### src/rtl/hb_pkg.sv
package hb_pkg;

    typedef enum logic [1:0] {
        REQ_NONE = 2'd0,
        REQ_LOW  = 2'd1,
        REQ_HIGH = 2'd2
    } side_req_e;

    typedef struct packed {
        logic lo_on;
        logic hi_on;
    } gate_pair_t;

endpackage

### src/rtl/hb_req_decode.sv
module hb_req_decode
    import hb_pkg::*;
(
    input  logic      sd_n,
    input  logic      hi_cmd,
    input  logic      lo_cmd_n,
    output side_req_e req
);

    // Map the three control bits onto one side request; any illegal
    // or idle combination resolves to no request.
    always_comb begin
        req = REQ_NONE;
        if (sd_n) begin
            unique case ({hi_cmd, lo_cmd_n})
                2'b00:   req = REQ_LOW;
                2'b11:   req = REQ_HIGH;
                default: req = REQ_NONE;
            endcase
        end
    end

endmodule

### src/rtl/hb_off_timer.sv
module hb_off_timer #(
    parameter int unsigned DEAD_CYC = 120
) (
    input  logic clk,
    input  logic rst_n,
    input  logic gates_off,
    output logic expired
);

    localparam int unsigned CNT_W = (DEAD_CYC > 1) ? $clog2(DEAD_CYC) : 1;
    localparam logic [CNT_W-1:0] LIMIT = CNT_W'(DEAD_CYC - 1);

    logic [CNT_W-1:0] cnt_d, cnt_q;

    assign expired = (cnt_q == LIMIT);

    // Counts the cycles both gates have been low; cleared while any gate
    // is on, held once the limit is reached.
    always_comb begin
        cnt_d = cnt_q;
        if (!gates_off) begin
            cnt_d = '0;
        end else if (!expired) begin
            cnt_d = cnt_q + CNT_W'(1);
        end
    end

    always_ff @(posedge clk or negedge rst_n) begin
        if (!rst_n) begin
            cnt_q <= '0;
        end else begin
            cnt_q <= cnt_d;
        end
    end

endmodule

### src/rtl/hb_gate_arbiter.sv
module hb_gate_arbiter
    import hb_pkg::*;
(
    input  logic      clk,
    input  logic      rst_n,
    input  side_req_e req,
    input  logic      expired,
    output logic      lo_gate,
    output logic      hi_gate
);

    gate_pair_t gate_d, gate_q;

    // A gate stays on while it remains requested; it may come on only when
    // the opposite gate is off and the off-time counter has expired.
    always_comb begin
        gate_d       = gate_q;
        gate_d.lo_on = (req == REQ_LOW)
                     && (gate_q.lo_on || (!gate_q.hi_on && expired));
        gate_d.hi_on = (req == REQ_HIGH)
                     && (gate_q.hi_on || (!gate_q.lo_on && expired));
    end

    always_ff @(posedge clk or negedge rst_n) begin
        if (!rst_n) begin
            gate_q <= '0;
        end else begin
            gate_q <= gate_d;
        end
    end

    assign lo_gate = gate_q.lo_on;
    assign hi_gate = gate_q.hi_on;

endmodule

### src/rtl/hb_gate_ctrl.sv
module hb_gate_ctrl
    import hb_pkg::*;
#(
    parameter int unsigned DEAD_CYC = 120
) (
    input  logic clk,
    input  logic rst_n,
    input  logic sd_n,
    input  logic hi_cmd,
    input  logic lo_cmd_n,
    output logic lo_gate,
    output logic hi_gate
);

    side_req_e req;
    logic      expired;
    logic      lo_q, hi_q;

    hb_req_decode u_decode (
        .sd_n     (sd_n),
        .hi_cmd   (hi_cmd),
        .lo_cmd_n (lo_cmd_n),
        .req      (req)
    );

    hb_off_timer #(
        .DEAD_CYC (DEAD_CYC)
    ) u_timer (
        .clk       (clk),
        .rst_n     (rst_n),
        .gates_off (!lo_q && !hi_q),
        .expired   (expired)
    );

    hb_gate_arbiter u_arb (
        .clk     (clk),
        .rst_n   (rst_n),
        .req     (req),
        .expired (expired),
        .lo_gate (lo_q),
        .hi_gate (hi_q)
    );

    assign lo_gate = lo_q;
    assign hi_gate = hi_q;

endmodule

### config.mk
export PLATFORM = sky130hd
export DESIGN_NAME = hb_gate_ctrl
export DESIGN_NICKNAME = d
export VERILOG_FILES = /design/src/rtl/hb_pkg.sv /design/src/rtl/hb_req_decode.sv /design/src/rtl/hb_off_timer.sv /design/src/rtl/hb_gate_arbiter.sv /design/src/rtl/hb_gate_ctrl.sv
export SDC_FILE = /design/constraint.sdc
export NUM_CORES = 1
export LEC_CHECK = 0
export BUFFER_PORTS_ARGS = -buffer_cell sky130_fd_sc_hd__buf_2
export CAP_MARGIN = 20
export CORE_AREA = 2 2 39 41
export CTS_BUF_LIST = sky130_fd_sc_hd__clkbuf_16
export DETAILED_ROUTE_END_ITERATION = 8
export DIE_AREA = 0 0 41 43
export GPL_TIMING_DRIVEN = 0
export SYNTH_ARGS = -nofsm -noshare
export SYNTH_HDL_FRONTEND = slang
export SYNTH_SLANG_ARGS = --single-unit
### constraint.sdc
create_clock -name clk -period 1.44 [get_ports clk]
set_input_delay 0.288 -clock clk [delete_from_list [all_inputs] [get_ports clk]]
set_output_delay 0.288 -clock clk [all_outputs]
set_load 0.03 [all_outputs]
==> results of run 1 <==
placed cells by master, fill, tap and decap left out:
| cell type | Yosys | layout |
|---|---|---|
| xor2_1 | 2 | 2 |
| o21ai_0 | 2 | 2 |
| buf_2 | 1 | 7 |
| nand3_2 | 1 | 1 |
| or2_2 | 1 | 1 |
| o21a_1 | 2 | 2 |
| nor3_1 | 5 | 5 |
| ha_1 | 1 | 1 |
| or3_1 | 2 | 2 |
| o211a_1 | 1 | 1 |
| clkbuf_16 | 0 | 3 |
| inv_1 | 0 | 1 |
| nand4b_1 | 1 | 1 |
| nand3_1 | 1 | 1 |
| dlygate4sd3_1 | 0 | 1 |
| o2111a_1 | 1 | 1 |
| dfrtp_1 | 9 | 9 |
| nand2_1 | 5 | 5 |
| a21oi_1 | 2 | 2 |
| mux2i_1 | 1 | 1 |
| nor2_1 | 6 | 6 |
power groups by stage:
stage	Sequential, mW	Clock [mW]	Combinational [mW]
2_1_floorplan	0.258	0	0.000713
3_3_place_gp	0.258	0	0.0117
3_5_place_dp	0.258	0	0.0119
4_1_cts	0.254	0.490	0.0140
5_1_grt	0.254	0.506	0.0167
6_report	0.254	0.479	0.0134
per-layer routing:
| metal | global-route usage, % | vias up |
|---|---|---|
| met5 | 0 | - |
| met4 | 4.000 | 0 |
| met3 | 9.424 | 0 |
| met1 | 14.85 | 155 |
| li1 | - | 180 |
| met2 | 15.63 | 9 |
cells by family after synthesis:
family,Yosys count
compound gates,8
xor+xnor,2
fa+ha+maj,1
buf+inv,1
flops,9
mux,1
simple gates,22
through the flow:
step / utilization [%] / hold WS [ns] / instances
2_1_floorplan: - / -0.007591 / 44
3_3_place_gp: 35.08 / 0.1523 / 66
3_5_place_dp: 35.08 / 0.1507 / 66
4_1_cts: 41.50 / 0.2990 / 71
5_1_grt: 41.50 / 0.3110 / 71
6_report: 41.50 / 0.3008 / 71
critical path: stages (launching register included):
cell and delay (ns):
dfrtp_1 0.40, ha_1 0.21, nand2_1 0.14, nor2_1 0.24, mux2i_1 0.21
flip-flops by register name, indices dropped and copies added (netlist names):
register	cells
u_arb.lo_gate	1
u_timer.cnt_q	7
u_arb.hi_gate	1
cell type report:
class / count / area, um^2
Fill cell: 136 / 809.5
Timing Repair Buffer: 7 / 40.04
Multi-Input combinational cell: 34 / 205.2
Buffer: 1 / 5.005
Tap cell: 16 / 20.02
Sequential cell: 9 / 225.2
Clock buffer: 3 / 75.07
Clock inverter: 1 / 3.754
worst min path at each step:
stage	startpoint	to	slack, ns	cells after the start
final	sd_n	u_arb.lo_gate$_DFF_PN0_	0.30	2
after global routing	sd_n	u_arb.lo_gate$_DFF_PN0_	0.31	2
after CTS	sd_n	u_arb.lo_gate$_DFF_PN0_	0.30	2
after detailed placement	rst_n	u_timer.cnt_q[4]$_DFFE_PN0P_	0.15	1
after global placement	rst_n	u_timer.cnt_q[4]$_DFFE_PN0P_	0.15	1
after floorplan	rst_n	u_arb.hi_gate$_DFF_PN0_	-0.008	0
==> flow_summary.rst, run 1 <==
.. list-table::
   :header-rows: 1

   * - Metric
     - Value
   * - Transition time at the pin with the least slew margin
     - 0.2330 ns
   * - Count of clock tree sinks
     - 9
   * - Clock edge transition at the registers on the reported setup and hold paths
     - 0.04 ns
   * - Clock tree skew after final layout
     - 0.001667 ns
   * - Worst setup startpoint
     - u_timer.cnt_q[0]$_DFFE_PN0P_
   * - Crit share post-route
     - 89.11%
   * - Setup violations, final
     - 0
   * - Net Sw Frac
     - 16.55%
   * - Switching Power
     - 0.1235 mW
   * - Maximum operating frequency
     - 0.7793 GHz
   * - Synth top area cells
     - dfrtp_1 52%, nor3_1 5.7%, nor2_1 5.2%
   * - Top-area cell type share of the netlist area
     - 51.72%
   * - Horizontal extent of the die
     - 41 um
   * - Met2 WL post-DR
     - 300 um
   * - Number of antenna violations at the first check in global routing
     - 0
   * - Critical path destination
     - u_timer.cnt_q[1]$_DFFE_PN0P_
   * - Core Box Area
     - 1384 um^2
   * - Post-synth top cells
     - 9 x dfrtp_1, 6 x nor2_1, 5 x nand2_1, 5 x nor3_1
   * - Arr. time, crit path
     - 1.44 ns
   * - Peak supply drop
     - 798.3 uV
   * - Share of total power in sequential cells
     - 34.1%
   * - Clk Tree Root Cell
     - clkbuf_16
   * - EDFF count, synth
     - 0
   * - Number of vias in the routed layout
     - 344
   * - Ys flop type
     - dfrtp_1
   * - Total met3 wirelength after detailed routing
     - 49 um
   * - Number of buffers added by the clock tree synthesis step
     - 3
   * - Relative area change from synthesis to final layout
     - 31.90%
   * - Post-Synth XOR/XNOR Area
     - 4.023%
   * - Synth Cell Area
     - 435.4 um^2
   * - Worst-path fanout max
     - 6
   * - Final-report hold violation count
     - 0
   * - Initial Utilization
     - 31.46%
   * - Combinational family with the most area after synthesis
     - simple AND/OR/NAND/NOR gates
   * - Count of routing violations after the opening detailed-route iteration
     - 5
   * - Routed length per placed instance
     - 10.44 um
   * - Critical path endpoint category
     - flip-flop
   * - CTS H-tree lvls
     - 1
   * - Critical path class
     - reg -> reg
   * - Max-Cap Viols
     - 0
   * - Most common cell in the synthesized netlist
     - dfrtp_1
   * - Total nets after synthesis
     - 50
   * - Synthesis-stage register bit count
     - 9
   * - Post-Place Worst Slack
     - 0.1532 ns
   * - Ports
     - 7
   * - Maximum number of pins on one net before global-route repair
     - 10
   * - Mean instance size in the synthesized netlist
     - 9.896 um^2
   * - Leakage power summed over all cells
     - 0.2754 nW
   * - Portion of the post-synthesis area used by sequential elements
     - 51.72%
   * - Smallest setup slack after layout
     - 0.1568 ns
   * - Post_cts resized
     - 0
   * - Slack of the worst reg-to-reg path
     - 0.16 ns
   * - Final design instance area without fill
     - 574.3 um^2
   * - Remaining Overflow, GRT
     - 0
   * - Vias in the first global route
     - 344
   * - Most area-hungry cell type in the Yosys netlist
     - dfrtp_1
   * - Ratio of routed vias to standard cells
     - 4.845
   * - Total of warnings raised by yosys
     - 0
   * - Hold Path Class
     - in -> reg
   * - Slew Limit Fails
     - 0
   * - Setup Fix Bufs, Post-CTS
     - 0
   * - Routability-driven placement congestion ratio
     - 0.6833
   * - Unrepaired setup endpoints after global routing
     - false
   * - Final WL
     - 741 um
   * - Standard-cell row count
     - 14
   * - Input/output buffers
     - 6
   * - Wire length of the first global-routing pass
     - 1380 um
   * - Highest metal layer with signal wires
     - met3
   * - Crit start category
     - flip-flop
   * - Clock latency of the later-clocked register in the worst-skew pair
     - 0.23 ns
   * - Number of buffers inserted by hold repair at cts
     - 1
   * - Overall power after layout
     - 0.7461 mW
   * - Clock tree from TritonCTS
     - done
   * - Adder-Cell Fraction of Synth Area
     - 2.874%
   * - Simple-gate share of the synthesized area
     - 25.00%
   * - Async set or reset register ratio after synthesis
     - 100.0%
   * - WL met1
     - 391 um
   * - Required time reported for the critical path endpoint
     - 1.59 ns
   * - Vert. Die Dim
     - 43 um
   * - Mux contribution to synthesized area
     - 2.299%
   * - Reg2reg path depth
     - 4
   * - Post-DRT Antenna Nets
     - 0
   * - Result of the run
     - completed
   * - Share of cells above drive strength 1
     - 21.82%
   * - Sum of net half-perimeters after detailed placement
     - 539.9 um
   * - Global-route usage over all layers
     - 12.04%
   * - Ratio of total power to cell area
     - 1299 nW/um^2
   * - Max_slew headroom
     - 84.41%
   * - Synth cell types
     - 18
   * - Min cycle time layout
     - 1.283 ns
   * - Total internal power
     - 0.6226 mW
   * - Startpoint of the worst register-to-register path
     - u_timer.cnt_q[0]$_DFFE_PN0P_
   * - Residual DRC
     - 0
   * - Share of the synthesized area in compound gates (AO/OA/AOI/OAI)
     - 12.93%
   * - Clock share of power
     - 64.1%
   * - Maximum buffer depth of the clock tree
     - 2
   * - First drt pass iteration count
     - 2
   * - Fin Setup TNS
     - 0 ns
   * - Post-place instance area
     - 485.5 um^2
   * - Power share of the combinational group
     - 1.8%
   * - N_diodes
     - 0
   * - Number of nets at the end of the flow
     - 62
   * - Synthesized netlist cell count
     - 44
   * - Die Outline Area
     - 1763 um^2
   * - Worst r2r dst
     - u_timer.cnt_q[1]$_DFFE_PN0P_
Power figures use the tool's default switching activity.
==> inputs of run 2 (changes only) <==
--- a/config.mk
+++ b/config.mk
@@ -5,13 +5,15 @@
 export SDC_FILE = /design/constraint.sdc
 export NUM_CORES = 1
 export LEC_CHECK = 0
+export ABC_AREA = 1
 export BUFFER_PORTS_ARGS = -buffer_cell sky130_fd_sc_hd__buf_2
 export CAP_MARGIN = 20
-export CORE_AREA = 2 2 39 41
+export CORE_MARGIN = 2
+export CORE_UTILIZATION = 35
 export CTS_BUF_LIST = sky130_fd_sc_hd__clkbuf_16
 export DETAILED_ROUTE_END_ITERATION = 8
-export DIE_AREA = 0 0 41 43
 export GPL_TIMING_DRIVEN = 0
+export RECOVER_POWER = 50
 export SYNTH_ARGS = -nofsm -noshare
 export SYNTH_HDL_FRONTEND = slang
 export SYNTH_SLANG_ARGS = --single-unit
==> run 2 against run 1 <==
Non-clock buffer count decreased by 1; sequential share of layout area decreased by 2.4 points; first-iteration DRC count decreased by 60%; critical path depth increased by 2.
==> flow_summary.rst, run 2 <==
.. list-table::
   :header-rows: 1

   * - Metric
     - Value
   * - Number of buffers added by the clock tree synthesis step
     - 3 (unchanged)
   * - Clock edge transition at the registers on the reported setup and hold paths
     - 0.04 ns (about the same)
   * - Standard-cell row count
     - 13 (was 14)
   * - Final WL
     - 869 um (was 741 um)
   * - Max-Cap Viols
     - 0 (unchanged)
   * - Sequential Area
     - 225.2 um^2 (unchanged)
   * - Clock tree from TritonCTS
     - done (unchanged)
   * - Cell type of the slowest stage on the worst timing path
     - dfrtp_1 (unchanged)
   * - Mean instance size in the synthesized netlist
     - 8.490 um^2 (was 9.896 um^2)
   * - Required time reported for the critical path endpoint
     - 1.56 ns (was 1.59 ns)
   * - Initial Utilization
     - 37.00% (was 31.46%)
   * - Residual DRC
     - 0 (unchanged)
   * - Number of vias in the routed layout
     - 393 (was 344)
   * - CP peak stage delay
     - 0.40 ns (about the same)
   * - Count of routing violations after the opening detailed-route iteration
     - 2 (was 5)
   * - Critical path endpoint category
     - flip-flop (unchanged)
   * - Clk Tree Root Cell
     - clkbuf_16 (unchanged)
   * - Setup violations, final
     - 0 (unchanged)
   * - Ratio of routed vias to standard cells
     - 4.793 (was 4.845)
   * - Result of the run
     - completed (unchanged)
   * - Synth cell types
     - 15 (was 18)
   * - Hold Path Class
     - in -> reg (unchanged)
   * - Post-DRT Antenna Nets
     - 0 (unchanged)
   * - Crit share post-route
     - 87.68% (was 89.11%)
   * - Wire length of the first global-routing pass
     - 1469 um (was 1380 um)
   * - Simple-gate share of the synthesized area
     - 37.37% (was 25.00%)
   * - Clock latency of the later-clocked register in the worst-skew pair
     - 0.24 ns (was 0.23 ns)
   * - Number of antenna violations at the first check in global routing
     - 0 (unchanged)
   * - Ratio of total power to cell area
     - 2170 nW/um^2 (was 1299 nW/um^2)
   * - Most area-hungry cell type in the Yosys netlist
     - dfrtp_1 (unchanged)
   * - Total area of multi-input combinational cells
     - 235.2 um^2 (was 205.2 um^2)
   * - Ys flop type
     - dfrtp_1 (unchanged)
   * - Routability-driven placement congestion ratio
     - 0.7433 (was 0.6833)
   * - Max_slew headroom
     - 66.71% (was 84.41%)
   * - Total of warnings raised by yosys
     - 0 (unchanged)
   * - Min cycle time layout
     - 1.263 ns (was 1.283 ns)
   * - Post-synth top cells
     - 13 x nand2_1, 9 x dfrtp_1, 9 x nor2_1, 6 x nand3_1, 4 x inv_1 (was 9 x dfrtp_1, 6 x nor2_1, 5 x nand2_1, 5 x nor3_1)
   * - Remaining Overflow, GRT
     - 0 (unchanged)
   * - Fin Setup TNS
     - 0 ns (unchanged)
   * - Worst-path fanout max
     - 5 (was 6)
   * - Layout filler cell count
     - 124 (was 136)
   * - Commonest non-fill, non-tap cells in the layout
     - 13 x nand2_1, 9 x nor2_1, 9 x dfrtp_1 (was 9 x dfrtp_1, 7 x buf_2, 6 x nor2_1)
   * - EDFF count, synth
     - 0 (unchanged)
   * - Combinational family with the most area after synthesis
     - simple AND/OR/NAND/NOR gates (unchanged)
   * - Synth Cell Area
     - 475.5 um^2 (was 435.4 um^2)
   * - Number of nets at the end of the flow
     - 74 (was 62)
   * - Maximum number of pins on one net before global-route repair
     - 10 (unchanged)
   * - Count of clock tree sinks
     - 9 (unchanged)
   * - Crit start category
     - flip-flop (unchanged)
   * - Most common cell in the synthesized netlist
     - nand2_1 (was dfrtp_1)
   * - Sum of net half-perimeters after detailed placement
     - 642.8 um (was 539.9 um)
   * - Portion of the post-synthesis area used by sequential elements
     - 47.37% (was 51.72%)
   * - Flip-flop count of the largest register, all copies and words added
     - 7 (unchanged)
   * - Maximum operating frequency
     - 0.7921 GHz (was 0.7793 GHz)
   * - N_diodes
     - 0 (unchanged)
   * - Top-area cell type share of the netlist area
     - 47.37% (was 51.72%)
   * - Vert. Die Dim
     - 40.86 um (was 43 um)
   * - Transition time at the pin with the least slew margin
     - 0.4994 ns (was 0.2330 ns)
   * - Setup Fix Bufs, Post-CTS
     - 0 (unchanged)
   * - Synthesized netlist cell count
     - 56 (was 44)
   * - Slew Limit Fails
     - 0 (unchanged)
   * - Async set or reset register ratio after synthesis
     - 100.0% (unchanged)
   * - Total nets after synthesis
     - 62 (was 50)
   * - Clock tree skew after final layout
     - 0.003768 ns (was 0.001667 ns)
   * - Share of cells above drive strength 1
     - 22.39% (was 21.82%)
   * - Post-Synth XOR/XNOR Area
     - 5.526% (was 4.023%)
   * - Unrepaired setup endpoints after global routing
     - false (unchanged)
   * - First drt pass iteration count
     - 4 (was 2)
   * - Core Box Area
     - 1285 um^2 (was 1384 um^2)
   * - Input/output buffers
     - 6 (unchanged)
   * - Maximum buffer depth of the clock tree
     - 2 (unchanged)
   * - Peak supply drop
     - 892.5 uV (was 798.3 uV)
   * - WHS
     - 0.2929 ns (was 0.3008 ns)
   * - Vias in the first global route
     - 365 (was 344)
   * - Adder-Cell Fraction of Synth Area
     - 2.632% (was 2.874%)
   * - Global-route usage over all layers
     - 14.45% (was 12.04%)
   * - CTS H-tree lvls
     - 1 (unchanged)
   * - Horizontal extent of the die
     - 40.86 um (was 41 um)
   * - Arr. time, crit path
     - 1.38 ns (was 1.44 ns)
   * - Critical path class
     - reg -> reg (unchanged)
   * - Overall power after layout
     - 1.328 mW (was 0.7461 mW)
   * - Synth top area cells
     - dfrtp_1 47%, nand2_1 10%, nor2_1 7.1% (was dfrtp_1 52%, nor3_1 5.7%, nor2_1 5.2%)
   * - Final-report hold violation count
     - 0 (unchanged)
   * - Ports
     - 7 (unchanged)
   * - Mux contribution to synthesized area
     - 0% (was 2.299%)
   * - Leakage power summed over all cells
     - 0.2989 nW (was 0.2754 nW)
   * - Leading cell type in the layout, fill and taps excluded
     - nand2_1 (was dfrtp_1)
   * - Relative area change from synthesis to final layout
     - 28.68% (was 31.90%)
   * - Crit-path cells
     - ha_1, inv_1, nor2_2, nand2_2, nand3_1, nand2_1 (was ha_1, nand2_1, nor2_1, mux2i_1)
   * - Die Outline Area
     - 1669 um^2 (was 1763 um^2)
   * - Synthesis-stage register bit count
     - 9 (unchanged)
   * - Routed length per placed instance
     - 10.60 um (was 10.44 um)
   * - Share of the synthesized area in compound gates (AO/OA/AOI/OAI)
     - 3.947% (was 12.93%)
   * - Register ranked first by flip-flop count
     - u_timer.cnt_q (unchanged)
run 2: worst paths after layout:
check | depth (start not counted) | slack [ns] | from | endpoint
setup / recovery | 6 | 0.18 | u_timer.cnt_q[0]$_DFFE_PN0P_ | u_timer.cnt_q[1]$_DFFE_PN0P_
hold / removal | 3 | 0.29 | sd_n | u_arb.lo_gate$_DFF_PN0_
setup reg to reg | 6 | 0.18 | u_timer.cnt_q[0]$_DFFE_PN0P_ | u_timer.cnt_q[1]$_DFFE_PN0P_
hold reg to reg | 3 | 0.56 | u_timer.cnt_q[6]$_DFFE_PN0P_ | u_timer.cnt_q[6]$_DFFE_PN0P_
max in group asynchronous | 2 | 0.57 | rst_n | u_arb.hi_gate$_DFF_PN0_
min in group asynchronous | 2 | 0.53 | rst_n | u_timer.cnt_q[4]$_DFFE_PN0P_
run 2: what timing repair did:
action / in CTS / in global routing
endpoints found under the setup margin: 0 / 0
hold buffers: 1 / 0
hold endpoints to repair: 9 / 0
gates resized for setup: 0 / 0
run 2: worst max-delay path: cells and delay by family, from the launching register on:
family | cells | cell delay (ns)
DFF | 1 | 0.40
adders and majority gates | 1 | 0.23
buffers and inverters | 1 | 0.06
and+or+nand+nor | 4 | 0.45
run 2: cells by family after synthesis:
logic type / Yosys count
AOI/OAI and AO/OA: 3
xor gates and xnor gates: 3
adders and majority gates: 1
buffers and inverters: 4
DFF: 9
and+or+nand+nor: 36
run 2: power by group:
part | leakage, nW | switching (mW) | internal (mW)
clock | 0.0423 | 0.123 | 0.363
sequential | 0.110 | 0.110 | 0.357
combinational | 0.147 | 0.203 | 0.171
total | 0.299 | 0.436 | 0.891
run 2: area by class of cell:
cell class,instances,area share (%)
tap,15,3.067
sequential,9,36.81
inverter,4,2.454
multi-input combinational,43,38.45
clock inverter,1,0.6135
clock buffer,3,12.27
timing repair buffer,7,6.339
run 2: layer usage:
layer | GRT usage [%] | up-vias | wire length, um
li1 | - | 200 | -
met5 | 0 | - | 0
met4 | 5.000 | 0 | 19
met2 | 21.09 | 8 | 400
met3 | 9.783 | 3 | 55
met1 | 16.56 | 182 | 394
run 2: per-stage QoR:
| step | util [%] | setup slack, ns | std cells | instance area (um^2) |
|---|---|---|---|---|
| 6_report | 47.61 | 0.1775 | 82 | 611.8 |
| 5_1_grt | 47.61 | 0.07076 | 82 | 611.8 |
| 4_1_cts | 47.71 | 0.1821 | 82 | 613.1 |
| 3_5_place_dp | 40.80 | 0.1929 | 77 | 524.3 |
| 3_3_place_gp | 40.80 | 0.2105 | 77 | 524.3 |
| 2_1_floorplan | - | 0.3220 | 56 | 475.5 |
==> inputs of run 3 (changes only) <==
--- a/config.mk
+++ b/config.mk
@@ -10,7 +10,7 @@
 export CAP_MARGIN = 20
 export CORE_MARGIN = 2
 export CORE_UTILIZATION = 35
-export CTS_BUF_LIST = sky130_fd_sc_hd__clkbuf_16
+export CTS_BUF_LIST = sky130_fd_sc_hd__clkbuf_4 sky130_fd_sc_hd__clkbuf_8
 export DETAILED_ROUTE_END_ITERATION = 8
 export GPL_TIMING_DRIVEN = 0
 export RECOVER_POWER = 50
==> run 3 against run 2 <==
Clock skew rose by 0.0024 ns; worst hold slack worse by 0.032 ns; clock-buffer cell count increased by 1; via count is 0.51% lower; critical path depth unchanged; utilization is 3.8 points lower; critical endpoint unchanged; largest cell class unchanged; highest routed layer unchanged.
==> flow_summary.rst, run 3 (synthesis gave the netlist of run 2 again) <==
.. list-table::
   :header-rows: 1

   * - Metric
     - Value
   * - Post-Place Worst Slack
     - 0.1929 ns (unchanged)
   * - Fin Setup TNS
     - 0 ns (unchanged)
   * - Commonest non-fill, non-tap cells in the layout
     - 13 x nand2_1, 9 x nor2_1, 9 x dfrtp_1 (unchanged)
   * - Crit share post-route
     - 87.94% (was 87.68%)
   * - Post_cts resized
     - 0 (unchanged)
   * - Slew Limit Fails
     - 0 (unchanged)
   * - Crit start category
     - flip-flop (unchanged)
   * - First drt pass iteration count
     - 4 (unchanged)
   * - Cell type of the slowest stage on the worst timing path
     - dfrtp_1 (unchanged)
   * - Critical path class
     - reg -> reg (unchanged)
   * - Standard-cell row count
     - 13 (unchanged)
   * - Clock latency of the later-clocked register in the worst-skew pair
     - 0.27 ns (was 0.24 ns)
   * - Result of the run
     - completed (unchanged)
   * - Arr. time, crit path
     - 1.42 ns (was 1.38 ns)
   * - Vias in the first global route
     - 367 (was 365)
   * - Setup Fix Bufs, Post-CTS
     - 0 (unchanged)
   * - Number of vias in the routed layout
     - 391 (was 393)
   * - Remaining Overflow, GRT
     - 0 (unchanged)
   * - Clock tree from TritonCTS
     - done (unchanged)
   * - CTS H-tree lvls
     - 1 (unchanged)
   * - Vert. Die Dim
     - 40.86 um (unchanged)
   * - Ratio of total power to cell area
     - 1873 nW/um^2 (was 2170 nW/um^2)
   * - Number of instances on the worst hold path
     - 3 (unchanged)
   * - Critical path endpoint category
     - flip-flop (unchanged)
   * - Initial Utilization
     - 37.00% (unchanged)
   * - Final WL
     - 828 um (was 869 um)
   * - N_diodes
     - 0 (unchanged)
   * - Unrepaired setup endpoints after global routing
     - false (unchanged)
   * - Worst-path fanout max
     - 5 (unchanged)
   * - Global-route usage over all layers
     - 14.22% (was 14.45%)
   * - Smallest setup slack after layout
     - 0.1736 ns (was 0.1775 ns)
   * - Maximum operating frequency
     - 0.7897 GHz (was 0.7921 GHz)
   * - Core Box Area
     - 1285 um^2 (unchanged)
   * - Highest metal layer with signal wires
     - met4 (unchanged)
   * - Overall power after layout
     - 1.055 mW (was 1.328 mW)
   * - Number of buffers added by the clock tree synthesis step
     - 3 (unchanged)
   * - Peak supply drop
     - 826.3 uV (was 892.5 uV)
   * - Transition time at the pin with the least slew margin
     - 0.4931 ns (was 0.4994 ns)
   * - Count of clock tree sinks
     - 9 (unchanged)
   * - Maximum buffer depth of the clock tree
     - 2 (unchanged)
   * - Number of nets at the end of the flow
     - 74 (unchanged)
   * - Crit-path cells
     - ha_1, inv_1, nor2_2, nand2_2, nand3_1, nand2_1 (unchanged)
   * - Maximum number of pins on one net before global-route repair
     - 10 (unchanged)
   * - Relative area change from synthesis to final layout
     - 18.42% (was 28.68%)
   * - Wire length of the first global-routing pass
     - 1442 um (was 1469 um)
   * - Leakage power summed over all cells
     - 0.2750 nW (was 0.2989 nW)
   * - Number of antenna violations at the first check in global routing
     - 0 (unchanged)
   * - Routed length per placed instance
     - 10.10 um (was 10.60 um)
   * - Reg2reg path depth
     - 6 (unchanged)
   * - WL met1
     - 389 um (was 394 um)
   * - CP peak stage delay
     - 0.41 ns (was 0.40 ns)
   * - Input/output buffers
     - 6 (unchanged)
   * - Min cycle time layout
     - 1.266 ns (was 1.263 ns)
   * - Routability-driven placement congestion ratio
     - 0.7433 (unchanged)
   * - Sum of net half-perimeters after detailed placement
     - 642.8 um (unchanged)
   * - Register ranked first by flip-flop count
     - u_timer.cnt_q (unchanged)
   * - Setup violations, final
     - 0 (unchanged)
   * - Total met3 wirelength after detailed routing
     - 63 um (was 55 um)
   * - Max-Cap Viols
     - 0 (unchanged)
   * - Residual DRC
     - 0 (unchanged)
   * - Horizontal extent of the die
     - 40.86 um (unchanged)
   * - Hold Path Class
     - in -> reg (unchanged)
   * - Flip-flop count of the largest register, all copies and words added
     - 7 (unchanged)
   * - Share of cells above drive strength 1
     - 23.88% (was 22.39%)
   * - Ratio of routed vias to standard cells
     - 4.768 (was 4.793)
   * - Clock edge transition at the registers on the reported setup and hold paths
     - 0.06 ns (was 0.04 ns)
   * - Count of routing violations after the opening detailed-route iteration
     - 9 (was 2)
   * - Max_slew headroom
     - 67.13% (was 66.71%)
   * - Clk Tree Root Cell
     - clkbuf_4 (was clkbuf_16)
   * - Final-report hold violation count
     - 0 (unchanged)
   * - Ports
     - 7 (unchanged)
   * - Clock tree skew after final layout
     - 0.006187 ns (was 0.003768 ns)
   * - Met2 WL post-DR
     - 369 um (was 400 um)
   * - Leading cell type in the layout, fill and taps excluded
     - nand2_1 (unchanged)
   * - Die Outline Area
     - 1669 um^2 (unchanged)
   * - Post-DRT Antenna Nets
     - 0 (unchanged)
   * - Required time reported for the critical path endpoint
     - 1.59 ns (was 1.56 ns)
## run 3: changes by cell type in the layout (fill, tap and decap cells not counted)
| cell | before | now |
|---|---|---|
| clkbuf_4 | 0 | 4 |
| clkbuf_16 | 3 | 0 |
| inv_1 | 5 | 4 |
## run 3: final timing paths
path,from,endpoint,slack (ns)
setup / recovery,u_timer.cnt_q[0]$_DFFE_PN0P_,u_timer.cnt_q[1]$_DFFE_PN0P_,0.17
hold / removal,hi_cmd,u_arb.hi_gate$_DFF_PN0_,0.26
setup reg to reg,u_timer.cnt_q[0]$_DFFE_PN0P_,u_timer.cnt_q[1]$_DFFE_PN0P_,0.17
hold reg to reg,u_timer.cnt_q[6]$_DFFE_PN0P_,u_timer.cnt_q[6]$_DFFE_PN0P_,0.56
max in group asynchronous,rst_n,u_arb.lo_gate$_DFF_PN0_,0.62
min in group asynchronous,rst_n,u_timer.cnt_q[6]$_DFFE_PN0P_,0.48
## run 3: final cells by class
cell class,instances,area (um^2)
Clock buffer,4,30.03
Fill cell,131,721.9
Inverter,4,15.01
Multi-Input combinational cell,43,235.2
Sequential cell,9,225.2
Tap cell,15,18.77
Timing Repair Buffer,7,38.79
## run 3: repair_timing
action	in CTS	in global routing
hold buffers	1	0
setup endpoints to repair	0	0
hold endpoints to repair	9	0
## run 3: power breakdown
group / total, mW / internal (mW) / leakage [nW] / switching (mW)
clock: 0.218 / 0.126 / 0.0184 / 0.0920
combinational: 0.371 / 0.172 / 0.147 / 0.200
sequential: 0.465 / 0.356 / 0.110 / 0.110
## run 3: metal layers
| layer | up-vias | track usage [%] |
|---|---|---|
| li1 | 201 | - |
| met1 | 180 | 15.89 |
| met2 | 8 | 20.70 |
| met3 | 2 | 9.783 |
| met4 | 0 | 5.833 |
| met5 | - | 0 |
## run 3: through the flow
step,util (%),hold WS [ns],std cells,area [um^2]
after floorplan,-,-0.007591,56,475.5
after global placement,40.80,0.1523,77,524.3
after detailed placement,40.80,0.1514,77,524.3
after CTS,43.91,0.2599,82,564.3
after global routing,43.82,0.2512,82,563.0
final,43.82,0.2608,82,563.0
## run 3: critical path, delay by kind of cell (launching register included)
| kind | cells | cell delay [ns] |
|---|---|---|
| DFF | 1 | 0.41 |
| adders and majority gates | 1 | 0.23 |
| buffers and inverters | 1 | 0.06 |
| and+or+nand+nor | 4 | 0.46 |
